### src/rtl/dsadc_pkg.sv
// Package: shared phase encoding and a constant BCD converter.
// Assumes values passed to to_bcd fit in eight decimal digits.
package dsadc_pkg;

    typedef enum logic [1:0] {
        PH_AZ    = 2'd0,
        PH_INT   = 2'd1,
        PH_DEINT = 2'd2
    } phase_t;

    // Turn a binary constant into packed BCD, units digit in the low nibble.
    function automatic logic [31:0] to_bcd(input int unsigned value);
        logic [31:0] r;
        int unsigned t;
        r = '0;
        t = value;
        for (int i = 0; i < 8; i++) begin
            r[4*i +: 4] = 4'(t % 10);
            t = t / 10;
        end
        return r;
    endfunction

endpackage

### src/rtl/dsadc_prescaler.sv
// Module: divides the oscillator into one-clock count ticks.
// Assumes DIV >= 2; tick is high on every DIV-th clock after reset.
module dsadc_prescaler #(
    parameter int DIV = 4
) (
    input  logic clk,
    input  logic rst_n,
    output logic tick
);
    localparam int CW = (DIV > 2) ? $clog2(DIV) : 1;
    localparam logic [CW-1:0] LAST = CW'(DIV - 1);

    logic [CW-1:0] div_q;

    // Free-running modulo-DIV counter.
    always_ff @(posedge clk) begin
        if (!rst_n)            div_q <= '0;
        else if (div_q == LAST) div_q <= '0;
        else                   div_q <= div_q + CW'(1);
    end

    assign tick = (div_q == LAST);

    // Ticks never come on two clocks in a row.
    assert_tick_gap_R1: assert property (@(posedge clk) disable iff (!rst_n)
        tick |=> !tick);

    // The divider state never passes its last value.
    assert_div_range_R1: assert property (@(posedge clk) disable iff (!rst_n)
        div_q <= LAST);

endmodule

### src/rtl/dsadc_bcd_counter.sv
// Module: multi-digit decade counter with load and increment.
// Assumes load values are valid BCD; it wraps from all nines to zero.
module dsadc_bcd_counter #(
    parameter int                    DIGITS  = 4,
    parameter logic [DIGITS*4-1:0]   RST_VAL = '0
) (
    input  logic                  clk,
    input  logic                  rst_n,
    input  logic                  ld,
    input  logic [DIGITS*4-1:0]   ld_val,
    input  logic                  inc,
    output logic [DIGITS*4-1:0]   q
);
    localparam int W = DIGITS * 4;

    logic [W-1:0]      q_next;
    logic [DIGITS-1:0] carry;

    assign carry[0] = 1'b1;

    // Ripple carry: a digit advances when every lower digit is nine.
    for (genvar g = 1; g < DIGITS; g++) begin : g_carry
        assign carry[g] = carry[g-1] && (q[4*(g-1) +: 4] == 4'd9);
    end

    // Per-digit decade step.
    for (genvar g = 0; g < DIGITS; g++) begin : g_digit
        assign q_next[4*g +: 4] = !carry[g]                 ? q[4*g +: 4] :
                                  (q[4*g +: 4] == 4'd9)     ? 4'd0        :
                                                              4'(q[4*g +: 4] + 4'd1);

        // Every digit stays a decimal digit.
        assert_digit_bcd_R6: assert property (@(posedge clk) disable iff (!rst_n)
            q[4*g +: 4] <= 4'd9);
    end

    // Load has priority over increment.
    always_ff @(posedge clk) begin
        if (!rst_n)   q <= RST_VAL;
        else if (ld)  q <= ld_val;
        else if (inc) q <= q_next;
    end

endmodule

### src/rtl/dsadc_phase_ctrl.sv
// Module: phase state machine and result capture.
// Assumes cyc_q counts ticks through the conversion cycle and dcnt_q
// counts de-integrate ticks starting from one; both are BCD.
module dsadc_phase_ctrl
    import dsadc_pkg::*;
#(
    parameter int DIGITS       = 4,
    parameter int INT_COUNTS   = 1000,
    parameter int DEINT_MAX    = 2000,
    parameter int CYCLE_COUNTS = 4000
) (
    input  logic                clk,
    input  logic                rst_n,
    input  logic                tick,
    input  logic                cmp_zero,
    input  logic [DIGITS*4-1:0] cyc_q,
    input  logic [DIGITS*4-1:0] dcnt_q,
    output logic                cyc_ld,
    output logic                cyc_inc,
    output logic                dcnt_ld,
    output logic                dcnt_inc,
    output logic                ph_az,
    output logic                ph_int,
    output logic                ph_deint,
    output logic [DIGITS*4-1:0] rslt_bcd,
    output logic                rslt_ovr,
    output logic                rslt_valid
);
    localparam int W = DIGITS * 4;
    localparam logic [31:0] CYC_LAST_F = to_bcd(CYCLE_COUNTS - 1);
    localparam logic [31:0] INT_LAST_F = to_bcd(INT_COUNTS - 1);
    localparam logic [31:0] INT_CNT_F  = to_bcd(INT_COUNTS);
    localparam logic [31:0] DMAX_F     = to_bcd(DEINT_MAX);

    phase_t state_q, state_d;
    logic   cyc_last, int_last, deint_full, deint_done;

    // Decode where the counters stand.
    always_comb begin
        cyc_last   = (cyc_q  == CYC_LAST_F[W-1:0]);
        int_last   = (cyc_q  == INT_LAST_F[W-1:0]);
        deint_full = (dcnt_q == DMAX_F[W-1:0]);
        deint_done = tick && (state_q == PH_DEINT) && (cmp_zero || deint_full);
    end

    // Next phase, advanced only on count ticks.
    always_comb begin
        state_d = state_q;
        if (tick) begin
            unique case (state_q)
                PH_AZ:    if (cyc_last)   state_d = PH_INT;
                PH_INT:   if (int_last)   state_d = PH_DEINT;
                PH_DEINT: if (deint_done) state_d = PH_AZ;
                default:                  state_d = PH_AZ;
            endcase
        end
    end

    // Counter controls: the cycle counter wraps at the end of auto-zero,
    // the de-integrate counter is preset to one as de-integrate starts.
    always_comb begin
        cyc_ld   = tick && (state_q == PH_AZ) && cyc_last;
        cyc_inc  = tick;
        dcnt_ld  = tick && (state_q == PH_INT) && int_last;
        dcnt_inc = tick && (state_q == PH_DEINT);
    end

    // Phase register.
    always_ff @(posedge clk) begin
        if (!rst_n) state_q <= PH_AZ;
        else        state_q <= state_d;
    end

    // Result capture and one-clock strobe at the end of de-integrate.
    always_ff @(posedge clk) begin
        if (!rst_n) begin
            rslt_bcd   <= '0;
            rslt_ovr   <= 1'b0;
            rslt_valid <= 1'b0;
        end else begin
            rslt_valid <= deint_done;
            if (deint_done) begin
                rslt_bcd <= dcnt_q;
                rslt_ovr <= !cmp_zero;
            end
        end
    end

    assign ph_az    = (state_q == PH_AZ);
    assign ph_int   = (state_q == PH_INT);
    assign ph_deint = (state_q == PH_DEINT);

    // Exactly one enable at a time.
    assert_phase_onehot_R9: assert property (@(posedge clk) disable iff (!rst_n)
        $onehot({ph_az, ph_int, ph_deint}));

    // Integrate always opens on a cycle counter at zero.
    assert_int_start_R4: assert property (@(posedge clk) disable iff (!rst_n)
        $rose(ph_int) |-> (cyc_q == '0));

    // De-integrate opens after the full integrate window.
    assert_deint_start_R2: assert property (@(posedge clk) disable iff (!rst_n)
        $rose(ph_deint) |-> (cyc_q == INT_CNT_F[W-1:0]) && (dcnt_q == W'(1)));

    // De-integrate never runs past its ceiling.
    assert_deint_bound_R5: assert property (@(posedge clk) disable iff (!rst_n)
        ph_deint |-> (dcnt_q <= DMAX_F[W-1:0]));

    // The strobe lasts one clock.
    assert_valid_pulse_R7: assert property (@(posedge clk) disable iff (!rst_n)
        rslt_valid |=> !rslt_valid);

    // The strobe comes only as de-integrate hands over to auto-zero.
    assert_valid_on_exit_R7: assert property (@(posedge clk) disable iff (!rst_n)
        rslt_valid |-> ph_az && $past(ph_deint));

    // Overrange always reports the ceiling value.
    assert_ovr_value_R5: assert property (@(posedge clk) disable iff (!rst_n)
        (rslt_valid && rslt_ovr) |-> (rslt_bcd == DMAX_F[W-1:0]));

    // Between strobes the result holds.
    assert_result_hold_R7: assert property (@(posedge clk) disable iff (!rst_n)
        !rslt_valid |-> $stable(rslt_bcd) && $stable(rslt_ovr));

endmodule

### src/rtl/dsadc_seq.sv
// Module: top of the dual-slope phase sequencer.
// Assumes a synchronous active-low reset and a comparator output that is
// already synchronous to clk. The first auto-zero after reset lasts
// INT_COUNTS; later ones take the rest of the CYCLE_COUNTS cycle.
module dsadc_seq
    import dsadc_pkg::*;
#(
    parameter int PRESCALE     = 4,
    parameter int DIGITS       = 4,
    parameter int INT_COUNTS   = 1000,
    parameter int DEINT_MAX    = 2000,
    parameter int CYCLE_COUNTS = 4000
) (
    input  logic                 clk,
    input  logic                 rst_n,
    input  logic                 cmp_zero,
    output logic                 ph_az,
    output logic                 ph_int,
    output logic                 ph_deint,
    output logic [DIGITS*4-1:0]  rslt_bcd,
    output logic                 rslt_ovr,
    output logic                 rslt_valid
);
    localparam int W = DIGITS * 4;
    localparam logic [31:0] CYC_RST_F = to_bcd(CYCLE_COUNTS - INT_COUNTS);

    logic         tick;
    logic [W-1:0] cyc_q, dcnt_q;
    logic         cyc_ld, cyc_inc, dcnt_ld, dcnt_inc;

    dsadc_prescaler #(.DIV(PRESCALE)) u_pre (
        .clk   (clk),
        .rst_n (rst_n),
        .tick  (tick)
    );

    dsadc_bcd_counter #(.DIGITS(DIGITS), .RST_VAL(CYC_RST_F[W-1:0])) u_cyc (
        .clk    (clk),
        .rst_n  (rst_n),
        .ld     (cyc_ld),
        .ld_val ('0),
        .inc    (cyc_inc),
        .q      (cyc_q)
    );

    dsadc_bcd_counter #(.DIGITS(DIGITS), .RST_VAL('0)) u_dcnt (
        .clk    (clk),
        .rst_n  (rst_n),
        .ld     (dcnt_ld),
        .ld_val (W'(1)),
        .inc    (dcnt_inc),
        .q      (dcnt_q)
    );

    dsadc_phase_ctrl #(
        .DIGITS       (DIGITS),
        .INT_COUNTS   (INT_COUNTS),
        .DEINT_MAX    (DEINT_MAX),
        .CYCLE_COUNTS (CYCLE_COUNTS)
    ) u_ctrl (
        .clk        (clk),
        .rst_n      (rst_n),
        .tick       (tick),
        .cmp_zero   (cmp_zero),
        .cyc_q      (cyc_q),
        .dcnt_q     (dcnt_q),
        .cyc_ld     (cyc_ld),
        .cyc_inc    (cyc_inc),
        .dcnt_ld    (dcnt_ld),
        .dcnt_inc   (dcnt_inc),
        .ph_az      (ph_az),
        .ph_int     (ph_int),
        .ph_deint   (ph_deint),
        .rslt_bcd   (rslt_bcd),
        .rslt_ovr   (rslt_ovr),
        .rslt_valid (rslt_valid)
    );

endmodule

### config.mk
export PLATFORM = sky130hd
export DESIGN_NAME = dsadc_seq
export DESIGN_NICKNAME = d
export VERILOG_FILES = /design/src/rtl/dsadc_pkg.sv /design/src/rtl/dsadc_prescaler.sv /design/src/rtl/dsadc_bcd_counter.sv /design/src/rtl/dsadc_phase_ctrl.sv /design/src/rtl/dsadc_seq.sv
export SDC_FILE = /design/constraint.sdc
export NUM_CORES = 1
export LEC_CHECK = 0
export BUFFER_PORTS_ARGS = -buffer_cell sky130_fd_sc_hd__buf_4
export CORE_UTILIZATION = 45
export DETAILED_ROUTE_END_ITERATION = 6
export SLEW_MARGIN = 20
export SYNTH_ARGS = -nofsm -noshare
export SYNTH_HDL_FRONTEND = slang
export SYNTH_HIERARCHICAL = 1
export SYNTH_SLANG_ARGS = --single-unit
### constraint.sdc
create_clock -name clk -period 7.25 [get_ports clk]
set_input_delay 0.3625 -clock clk [delete_from_list [all_inputs] [get_ports clk]]
set_output_delay 0.3625 -clock clk [all_outputs]
set_load 0.005 [all_outputs]
==> results.sh, run 1 <==
export IMPL_status="finished clean"
export IMPL_comb_power_share_pct=4.1
export IMPL_vias_per_cell=5.50
export IMPL_tightest_slew_ps=921
export IMPL_final_instance_count_excl_fill=464
export IMPL_dp_hpwl_mm=4.46
export IMPL_critPathRequiredTime_ps=7430
export IMPL_synth_common_cells="dfxtp_1, o21ai_0, a21oi_1"
export IMPL_switching_share_pct=21.1
export IMPL_reg2reg_setup_slack_ps=3660
export IMPL_postSynthAreaPerCell_um2=8.50
export IMPL_final_max_slew_viol_count=0
export IMPL_routed_wirelength_mm=6.60
export IMPL_ys_flop_type="dfxtp_1"
export IMPL_cts_root_buf="clkbuf_8"
export IMPL_synthCells=343
export IMPL_cap_violations=0
export IMPL_total_power_w=0.000528
export IMPL_grtUsageTotal_pct=20.4
export IMPL_hold_viol=0
export IMPL_rsz0062_at_grt="no"
export IMPL_synth_top_cell_by_area="dfxtp_1"
export IMPL_place_inst=457
export IMPL_fillers=593
export IMPL_finalCritPeriodShare_pct=49.5
export IMPL_post_cts_setup_buffer_count=0
export IMPL_clk_path_buf_depth=2
export IMPL_post_route_util_pct=54.8
export IMPL_placed_cell_area_mm2=0.00323
export IMPL_crit_slowest_cell="clkinv_1"
export IMPL_htree_levels=2
export IMPL_grt_pass1_wl_mm=10.5
export IMPL_irDropWorstVdd_v=0.000118
export IMPL_die_area_mm2=0.00680
export IMPL_timing_critical_path_slowest_cell_delay_ps=890
export IMPL_internal_power_w=0.000417
export IMPL_antenna_found_initial=0
export IMPL_grt_pass1_vias=2130
export IMPL_synth_most_common_cell="dfxtp_1"
export IMPL_grt_overflow_total=0
export IMPL_start_util_pct=47.8
export IMPL_setup_viol_count_final=0
export IMPL_p_leak_nw=1.31
export IMPL_crit_chain="ha_1, and4b_1, nand4_1, nor3_1, clkinv_1, o21ai_0, a31o_2, nand3_1"
export IMPL_ys_warnings_count=6
export IMPL_die_h_um=82.5
export IMPL_crit_type="flip-flop to flip-flop"
export IMPL_drive_gt1_share_pct=13.1
export IMPL_cts_resized=0
export IMPL_p_clk_share_pct=38.7
export IMPL_start_kind="flip-flop"
export IMPL_drt_pre_antenna_iters=4
export IMPL_cp_max_fo=28
export IMPL_synth_async_reset_ratio_pct=0
export IMPL_multiInputGateArea_mm2=0.00182
export IMPL_arrival_ps=3770
export IMPL_power_frac_seq_pct=57.2
export IMPL_num_rows=28
export IMPL_die_x_um=82.5
export IMPL_clk_latency_ps=300
export IMPL_power_switching_w=0.000111
export IMPL_cp_end_kind="flip-flop"
export IMPL_drtIter0Drc=113
export IMPL_vias=2553
export IMPL_grt_max_degree=36
export IMPL_fp_coreArea_mm2=0.00610
export IMPL_synthDistinctLibCells=69
export IMPL_nets=393
export IMPL_final_antenna_net_count=0
export IMPL_ios=24
export IMPL_synth_edf_count=0
export IMPL_numPortBuffers=23
export IMPL_synth_seq_cells=54
export IMPL_path_clk_slew_ps=90
export IMPL_cts_sinks=54
export IMPL_fin_skew_ps=4.51
export IMPL_fin_crit_ps=3590
export IMPL_cts_tree="done"
export IMPL_numCtsBuffers=5
export IMPL_slew_headroom_pct=38.1
export IMPL_worstHoldPathType="primary input to flip-flop"
export IMPL_synth_top_cell_area_share_pct=37.1
export IMPL_regArea_mm2=0.00108
export IMPL_p_per_area_mw_per_mm2=158
export IMPL_syn2layout_area_growth_pct=14.7
export IMPL_fin_setup_tns_ps=0
export IMPL_final_area_mm2=0.00334
export IMPL_antennaDiodeCount=0
export IMPL_drc=0
export IMPL_syn_area_mm2=0.00291
export IMPL_hold_buffers=0
export IMPL_post_drt_wl_per_cell_um=14.2
export IMPL_place_congestion=0.807
export IMPL_max_freq_mhz=279
export IMPL_synthTopCellsByArea="dfxtp_1, o21ai_0, a21oi_1"
export IMPL_synth_seq_area_share_pct=37.1
[per-layer routing]
metal  part of all wire [%]  vias up  global-route usage (%)
li1                       -     1335                       -
met1                     56     1176                    32.5
met2                     40       36                    26.9
met3                    3.0        6                    3.74
met4                    1.0        0                    5.61
met5                      0        -                       0
[final cells by class]
class | instances | share of cell area, %
clock buffer | 6 | 2.47
clock inverter | 1 | 0.899
inverter | 14 | 1.57
multi-input combinational | 290 | 54.5
sequential | 54 | 32.3
tap | 75 | 2.81
timing repair buffer | 24 | 5.39
[kinds of logic after synthesis]
family	count (synthesis)	synth area share, %
adder cells (fa/ha/maj)	1	0.429
XOR/XNOR	14	4.21
AND/OR/NAND/NOR	124	27.8
flip-flops	54	37.1
other	2	0.258
AO/OA/AOI/OAI	113	24.1
multiplexers	4	1.37
buffers and inverters	31	4.72
[power by group through the flow]
stage | registers (W) | logic [W] | clock network, W
after floorplan | 0.000308 | 0.0000178 | 0
after global placement | 0.000309 | 0.0000212 | 0
after detailed placement | 0.000309 | 0.0000215 | 0
after CTS | 0.000302 | 0.0000216 | 0.000212
after global routing | 0.000303 | 0.0000250 | 0.000222
final | 0.000302 | 0.0000217 | 0.000204
[layout by cell type (no fill, tap or decap), types with 3 or more instances in the layout]
cell type,instances
clkbuf_8,6
inv_1,10
mux2i_1,4
xor2_1,7
o21ai_0,39
a31oi_1,8
o21ai_1,6
and4b_1,3
nor2b_1,10
nor3b_1,5
o211ai_1,3
nor3_1,7
or4_4,3
nand4_1,4
conb_1,34
nand3_1,29
or3_1,4
clkinv_1,4
buf_4,24
and2_1,3
a21oi_1,33
xnor2_1,7
o211a_1,3
nand2_1,17
nor2_1,9
dfxtp_1,54
[final timing paths]
path                                                 from  cells past startpoint                      endpoint
worst min-delay path                             cmp_zero                      2  u_ctrl/rslt_ovr$_SDFFE_PN0P_
worst max register to register  u_pre/div_q[0]$_SDFF_PP0_                      8      u_cyc/q[15]$_SDFFE_PN0P_
worst min register to register  u_pre/div_q[0]$_SDFF_PP0_                      1     u_pre/div_q[0]$_SDFF_PP0_
worst max-delay path            u_pre/div_q[0]$_SDFF_PP0_                      8      u_cyc/q[15]$_SDFFE_PN0P_
[worst max-delay path: cells and delay by family, from the launching register on]
kind / cells / cell delay (ps)
AOI/OAI and AO/OA: 2 / 580
and+or+nand+nor: 4 / 1290
DFF: 1 / 360
adders and majority gates: 1 / 350
buffers and inverters: 1 / 890
[sequential cells by signal, summed over array words and instances, names as in the netlist]
name and flops:
u_ctrl/state_q 2, u_ctrl/rslt_bcd 16, u_cyc/q 16, u_dcnt/q 16, u_ctrl/rslt_valid 1, u_ctrl/rslt_ovr 1
u_pre/div_q 2
[metrics by stage]
stage	hold WS, ps	setup WS (ps)
2_1_floorplan	419	4540
3_3_place_gp	424	3850
3_5_place_dp	438	3610
4_1_cts	250	3580
5_1_grt	264	3140
6_report	265	3660
(Power assumes the default switching activity.)
==> inputs of run 2 (changes only) <==
Settings changed: PLACE_DENSITY set to 0.65.
Clock period 7.25 ns to 3.11 ns, I/O delays scaled along.
==> results.sh, run 2 (same netlist as run 1, synthesis figures left out) <==
export IMPL_regToRegEndpoint="u_dcnt/q[7]$_SDFFE_PN0P_"
export IMPL_path_clk_slew_ps=100
export IMPL_drc=0
export IMPL_drt_pre_antenna_iters=4
export IMPL_fin_crit_ps=2520
export IMPL_cts_resized=0
export IMPL_status="finished clean"
export IMPL_antenna_found_initial=0
export IMPL_timing_rr_start="u_pre/div_q[0]$_SDFF_PP0_"
export IMPL_grtUsageTotal_pct=20.9
export IMPL_setup_viol_count_final=0
export IMPL_power_switching_w=0.000272
export IMPL_grt_pass1_wl_mm=11.0
export IMPL_hold_path_startpoint="cmp_zero"
export IMPL_numPortBuffers=23
export IMPL_htree_levels=2
export IMPL_routed_wirelength_mm=6.62
export IMPL_p_per_area_mw_per_mm2=362
export IMPL_rsz0062_at_grt="no"
export IMPL_fin_skew_ps=9.28
export IMPL_total_power_w=0.00123
export IMPL_hold_buffers=0
export IMPL_numCtsBuffers=5
export IMPL_irDropWorstVdd_v=0.000313
export IMPL_slew_headroom_pct=44.0
export IMPL_clk_path_buf_depth=2
export IMPL_p_clk_share_pct=38.4
export IMPL_critPathBufInv=2
export IMPL_crit_type="flip-flop to flip-flop"
export IMPL_place_congestion=0.829
export IMPL_max_freq_mhz=398
export IMPL_crit_slowest_cell="clkinv_1"
export IMPL_drtIter0Drc=147
export IMPL_post_drt_wl_per_cell_um=14.1
export IMPL_switching_share_pct=22.1
export IMPL_vias=2593
export IMPL_cp_top_family="simple AND/OR/NAND/NOR gates"
export IMPL_final_antenna_net_count=0
export IMPL_cap_violations=0
export IMPL_dp_hpwl_mm=4.57
export IMPL_hold_depth=2
export IMPL_arrival_ps=2710
export IMPL_cts_tree="done"
export IMPL_die_area_mm2=0.00680
export IMPL_grt_max_degree=36
export IMPL_holdPathEnd="u_ctrl/rslt_ovr$_SDFFE_PN0P_"
export IMPL_hold_slack_ps=45.2
export IMPL_num_rows=28
export IMPL_cp_max_fo=15
export IMPL_comb_power_share_pct=4.2
export IMPL_syn2layout_area_growth_pct=16.1
export IMPL_layout_common_cells="dfxtp_1, o21ai_0, conb_1"
export IMPL_cts_root_buf="clkbuf_8"
export IMPL_post_route_util_pct=55.5
export IMPL_finalCritPeriodShare_pct=80.9
export IMPL_reg2reg_setup_slack_ps=590
export IMPL_worstHoldPathType="primary input to flip-flop"
export IMPL_start_util_pct=47.8
export IMPL_internal_power_w=0.000955
export IMPL_layout_commonest_cell="dfxtp_1"
export IMPL_post_cts_setup_buffer_count=0
export IMPL_reg_top3="u_ctrl/rslt_bcd (16), u_cyc/q (16), u_dcnt/q (16)"
export IMPL_drive_gt1_share_pct=14.4
export IMPL_ios=24
export IMPL_final_max_slew_viol_count=0
export IMPL_power_frac_seq_pct=57.4
export IMPL_p_leak_nw=1.33
export IMPL_critPathRequiredTime_ps=3300
export IMPL_die_h_um=82.5
export IMPL_vias_per_cell=5.51
export IMPL_fp_coreArea_mm2=0.00610
export IMPL_hold_viol=0
export IMPL_antennaDiodeCount=0
export IMPL_reg2regPathDepth=8
export IMPL_grt_pass1_vias=2357
export IMPL_grt_overflow_total=0
export IMPL_die_x_um=82.5
export IMPL_cp_end_kind="flip-flop"
export IMPL_timing_critical_path_slowest_cell_delay_ps=400
export IMPL_fin_setup_tns_ps=0
export IMPL_start_kind="flip-flop"
export IMPL_crit_chain="ha_1, and4b_1, nand4_1, nor4b_2, clkinv_1, buf_4, o21ai_0, a31oi_1"
export IMPL_nets=399
export IMPL_clk_latency_ps=300
export IMPL_cts_sinks=54
export IMPL_tightest_slew_ps=837
[run 2: cell types whose count changed in the layout (fill, tap and decap cells not counted), sizes merged]
cell / previous run / this run
clkinvlp: 0 / 1
buf: 24 / 30
[run 2: worst register-to-register path: cells and delay by family (launching register included)]
kind | cells | cell delay, ps
flops | 1 | 360
fa+ha+maj | 1 | 350
compound gates | 2 | 220
simple gates | 3 | 760
buf+inv | 2 | 730
[run 2: final cells by class]
class	instances	area [um^2]
Fill cell	599	2710
Multi-Input combinational cell	290	1820
Sequential cell	54	1080
Timing Repair Buffer	30	225
Tap cell	75	93.8
Clock buffer	6	72.6
Inverter	14	52.6
Clock inverter	2	37.5
[run 2: worst max path at each step]
stage                                    from                        end  slack (ps)  depth (start not counted)
detailed placement  u_pre/div_q[0]$_SDFF_PP0_   u_dcnt/q[7]$_SDFFE_PN0P_         580                          8
floorplan           u_pre/div_q[0]$_SDFF_PP0_  u_dcnt/q[11]$_SDFFE_PN0P_         400                          8
CTS                 u_pre/div_q[0]$_SDFF_PP0_   u_dcnt/q[7]$_SDFFE_PN0P_         580                          8
finish              u_pre/div_q[0]$_SDFF_PP0_   u_dcnt/q[7]$_SDFFE_PN0P_         590                          8
global placement    u_pre/div_q[0]$_SDFF_PP0_   u_dcnt/q[7]$_SDFFE_PN0P_         670                          8
global route        u_pre/div_q[0]$_SDFF_PP0_    u_cyc/q[3]$_SDFFE_PN0P_         310                          8
[run 2: per-stage QoR]
stage	area, um^2	setup WS, ps	instances
detailed placement	3270	580	463
global placement	3270	666	463
floorplan	3030	401	375
finish	3380	595	471
CTS	3380	575	471
global route	3380	310	471
[run 2: metal layers]
layer  routed length, um  GRT usage [%]  vias up  part of all wire [%]
met3                 207           3.63        4                   3.1
met1                3020           25.1     1192                    46
met4                  35           3.16        0                  0.53
met5                   0              0        -                     0
li1                    -              -     1352                     -
met2                3360           39.3       45                    51
[run 2: power groups by stage]
| stage | logic [W] | registers [W] | clock network, W |
|---|---|---|---|
| after floorplan | 0.0000416 | 0.000718 | 0 |
| after global placement | 0.0000492 | 0.000720 | 0 |
| after detailed placement | 0.0000504 | 0.000720 | 0 |
| after CTS | 0.0000509 | 0.000704 | 0.000488 |
| after global routing | 0.0000591 | 0.000706 | 0.000507 |
| final | 0.0000511 | 0.000704 | 0.000472 |
==> inputs of run 3 (changes only) <==
Settings changed: ABC_AREA set to 1.
Clock period 3.11 ns to 2.1 ns, I/O delays scaled along.
==> results.sh, run 3 <==
export IMPL_post_cts_setup_buffer_count=0
export IMPL_cp_top_family="simple AND/OR/NAND/NOR gates"
export IMPL_rsz0062_at_grt="no"
export IMPL_drt_pre_antenna_iters=4
export IMPL_grt_pass1_wl_mm=12.2
export IMPL_timing_rr_start="u_cyc/q[4]$_SDFFE_PN0P_"
export IMPL_synth_edf_count=0
export IMPL_fin_crit_ps=1860
export IMPL_arrival_ps=2070
export IMPL_hold_depth=2
export IMPL_ys_warnings_count=6
export IMPL_synth_fa_ha_area_share_pct=0.414
export IMPL_synth_compound_area_share_pct=13.9
export IMPL_num_rows=29
export IMPL_path_clk_slew_ps=100
export IMPL_start_util_pct=47.0
export IMPL_synth_top_family_by_area="simple AND/OR/NAND/NOR gates"
export IMPL_cts_tree="done"
export IMPL_syn_area_mm2=0.00302
export IMPL_max_freq_mhz=539
export IMPL_total_power_w=0.00196
export IMPL_final_max_slew_viol_count=0
export IMPL_grt_overflow_total=0
export IMPL_ios=24
export IMPL_synth_seq_area_share_pct=35.8
export IMPL_reg_top3="u_ctrl/rslt_bcd (16), u_cyc/q (16), u_dcnt/q (16)"
export IMPL_critPathRequiredTime_ps=2320
export IMPL_cp_common_cell="nand2_1"
export IMPL_drc=0
export IMPL_irDropWorstVdd_v=0.000276
export IMPL_synthCells=483
export IMPL_start_kind="flip-flop"
export IMPL_regToRegEndpoint="u_cyc/q[15]$_SDFFE_PN0P_"
export IMPL_grtUsageTotal_pct=21.0
export IMPL_worstHoldPathType="primary input to flip-flop"
export IMPL_crit_chain="nand2_1, inv_1, nand2_1, nor2_2, nand2_1, nor3_4, inv_1, o21ai_1, nand3_2, nor2_1, nor2_1"
export IMPL_synth_top_cell_area_share_pct=35.8
export IMPL_reg2reg_setup_slack_ps=240
export IMPL_vias=3078
export IMPL_post_drt_wl_per_cell_um=11.4
export IMPL_synth_seq_cells=54
export IMPL_place_congestion=0.917
export IMPL_numPortBuffers=23
export IMPL_holdPathEnd="u_cyc/q[12]$_SDFFE_PN1P_"
export IMPL_regArea_mm2=0.00108
export IMPL_synthDistinctLibCells=35
export IMPL_antennaDiodeCount=0
export IMPL_nets=549
export IMPL_drive_gt1_share_pct=12.5
export IMPL_routed_wirelength_mm=7.09
export IMPL_grt_max_degree=23
export IMPL_crit_type="flip-flop to flip-flop"
export IMPL_multiInputGateArea_mm2=0.00179
export IMPL_p_leak_nw=1.60
export IMPL_place_inst=615
export IMPL_fillers=672
export IMPL_critPathBufInv=2
export IMPL_drtIter0Drc=110
export IMPL_synth_top_cell_by_area="dfxtp_1"
export IMPL_finalCritPeriodShare_pct=88.4
export IMPL_layout_common_cells="nand2_1, nor2_1, dfxtp_1"
export IMPL_synth_async_reset_ratio_pct=0
export IMPL_fin_setup_tns_ps=0
export IMPL_yosys_area_share_simple_pct=39.2
export IMPL_cp_end_kind="flip-flop"
export IMPL_timing_critical_path_slowest_cell_delay_ps=400
export IMPL_synth_xor_area_share_pct=1.16
export IMPL_grt_pass1_vias=2808
export IMPL_hold_buffers=0
export IMPL_htree_levels=2
export IMPL_final_antenna_net_count=0
export IMPL_synth_common_cells="nand2_1, nor2_1, dfxtp_1"
export IMPL_syn2layout_area_growth_pct=18.6
export IMPL_final_area_mm2=0.00358
export IMPL_hold_viol=0
export IMPL_synth_most_common_cell="nand2_1"
export IMPL_reg2regPathDepth=11
export IMPL_hold_path_startpoint="rst_n"
export IMPL_numCtsBuffers=5
export IMPL_cap_violations=0
export IMPL_synthTopCellsByArea="dfxtp_1, nand2_1, nor2_1"
export IMPL_die_x_um=83.9
export IMPL_crit_start="u_cyc/q[4]$_SDFFE_PN0P_"
export IMPL_postSynthAreaPerCell_um2=6.25
export IMPL_synthMuxAreaShare_pct=0
export IMPL_crit_slowest_cell="dfxtp_2"
export IMPL_dp_hpwl_mm=5.29
export IMPL_layout_commonest_cell="nand2_1"
export IMPL_vias_per_cell=4.94
export IMPL_ys_flop_type="dfxtp_1"
export IMPL_clk_path_buf_depth=2
export IMPL_fp_coreArea_mm2=0.00642
export IMPL_clk_latency_ps=310
export IMPL_setup_viol_count_final=0
export IMPL_cts_sinks=54
export IMPL_fin_skew_ps=8.27
export IMPL_die_h_um=83.9
export IMPL_final_instance_count_excl_fill=623
export IMPL_cts_root_buf="clkbuf_8"
export IMPL_placed_cell_area_mm2=0.00343
export IMPL_die_area_mm2=0.00704
export IMPL_antenna_found_initial=0
export IMPL_status="finished clean"
export IMPL_p_per_area_mw_per_mm2=548
export IMPL_cp_max_fo=7
-- run 3: final cells by class --
class	instances	area share, %
Tap cell	77	2.69
Sequential cell	54	30.3
Clock inverter	3	1.92
Timing Repair Buffer	37	7.76
Inverter	53	5.56
Multi-Input combinational cell	394	49.9
Clock buffer	5	1.92
-- run 3: worst max-delay path by stage --
stage / endpoint / cells after the start
2_1_floorplan: u_dcnt/q[12]$_SDFFE_PN0P_ / 8
3_3_place_gp: u_cyc/q[13]$_SDFFE_PN1P_ / 11
3_5_place_dp: u_cyc/q[13]$_SDFFE_PN1P_ / 11
4_1_cts: u_cyc/q[13]$_SDFFE_PN1P_ / 11
5_1_grt: u_dcnt/q[13]$_SDFFE_PN0P_ / 10
6_report: u_cyc/q[15]$_SDFFE_PN0P_ / 11
-- run 3: report_power, final --
part / switching (W) / internal [W] / total, W / leakage, nW
combinational: 0.0000591 / 0.0000251 / 0.0000842 / 1.09
clock: 0.000362 / 0.000478 / 0.000840 / 0.0683
sequential: 0.00000602 / 0.00103 / 0.00104 / 0.436
total: 0.000427 / 0.00154 / 0.00196 / 1.60
-- run 3: routing by layer --
metal / share of wire, % / global-route usage, % / wire length, um / vias to the layer above
met2: 49 / 38.2 / 3510 / 29
li1: - / - / - / 1639
met4: 0.63 / 4.86 / 45 / 0
met1: 47 / 26.0 / 3360 / 1406
met5: 0 / 0 / 0 / -
met3: 2.5 / 2.97 / 175 / 4
-- run 3: metrics by stage --
step / setup slack, ps / utilization [%] / hold slack, ps
6_report: 243 / 55.8 / 125
5_1_grt: 1.80 / 55.8 / 130
4_1_cts: 66.7 / 55.6 / 118
3_5_place_dp: 84.2 / 53.4 / 425
3_3_place_gp: 88.0 / 53.4 / 413
2_1_floorplan: 439 / - / 226
-- run 3: logic make-up (layout without fill, tap and decap cells) --
kind of cell / Yosys count / count (layout)
compound gates: 76 / 76
xor+xnor: 4 / 4
fa+ha+maj: 1 / 1
buf+inv: 65 / 98
flops: 54 / 54
other cells: 2 / 32
simple gates: 281 / 281
-- run 3: what timing repair did --
item	in CTS	in global routing
endpoints found under the hold margin	0	0
gates resized for setup	0	5
endpoints found under the setup margin	0	20
-- run 3: worst reg2reg max path, delay by kind of cell, from the launching register on --
family / cells / cell delay (ps)
simple gates: 8 / 1000
flops: 1 / 400
buf+inv: 2 / 200
compound gates: 1 / 170
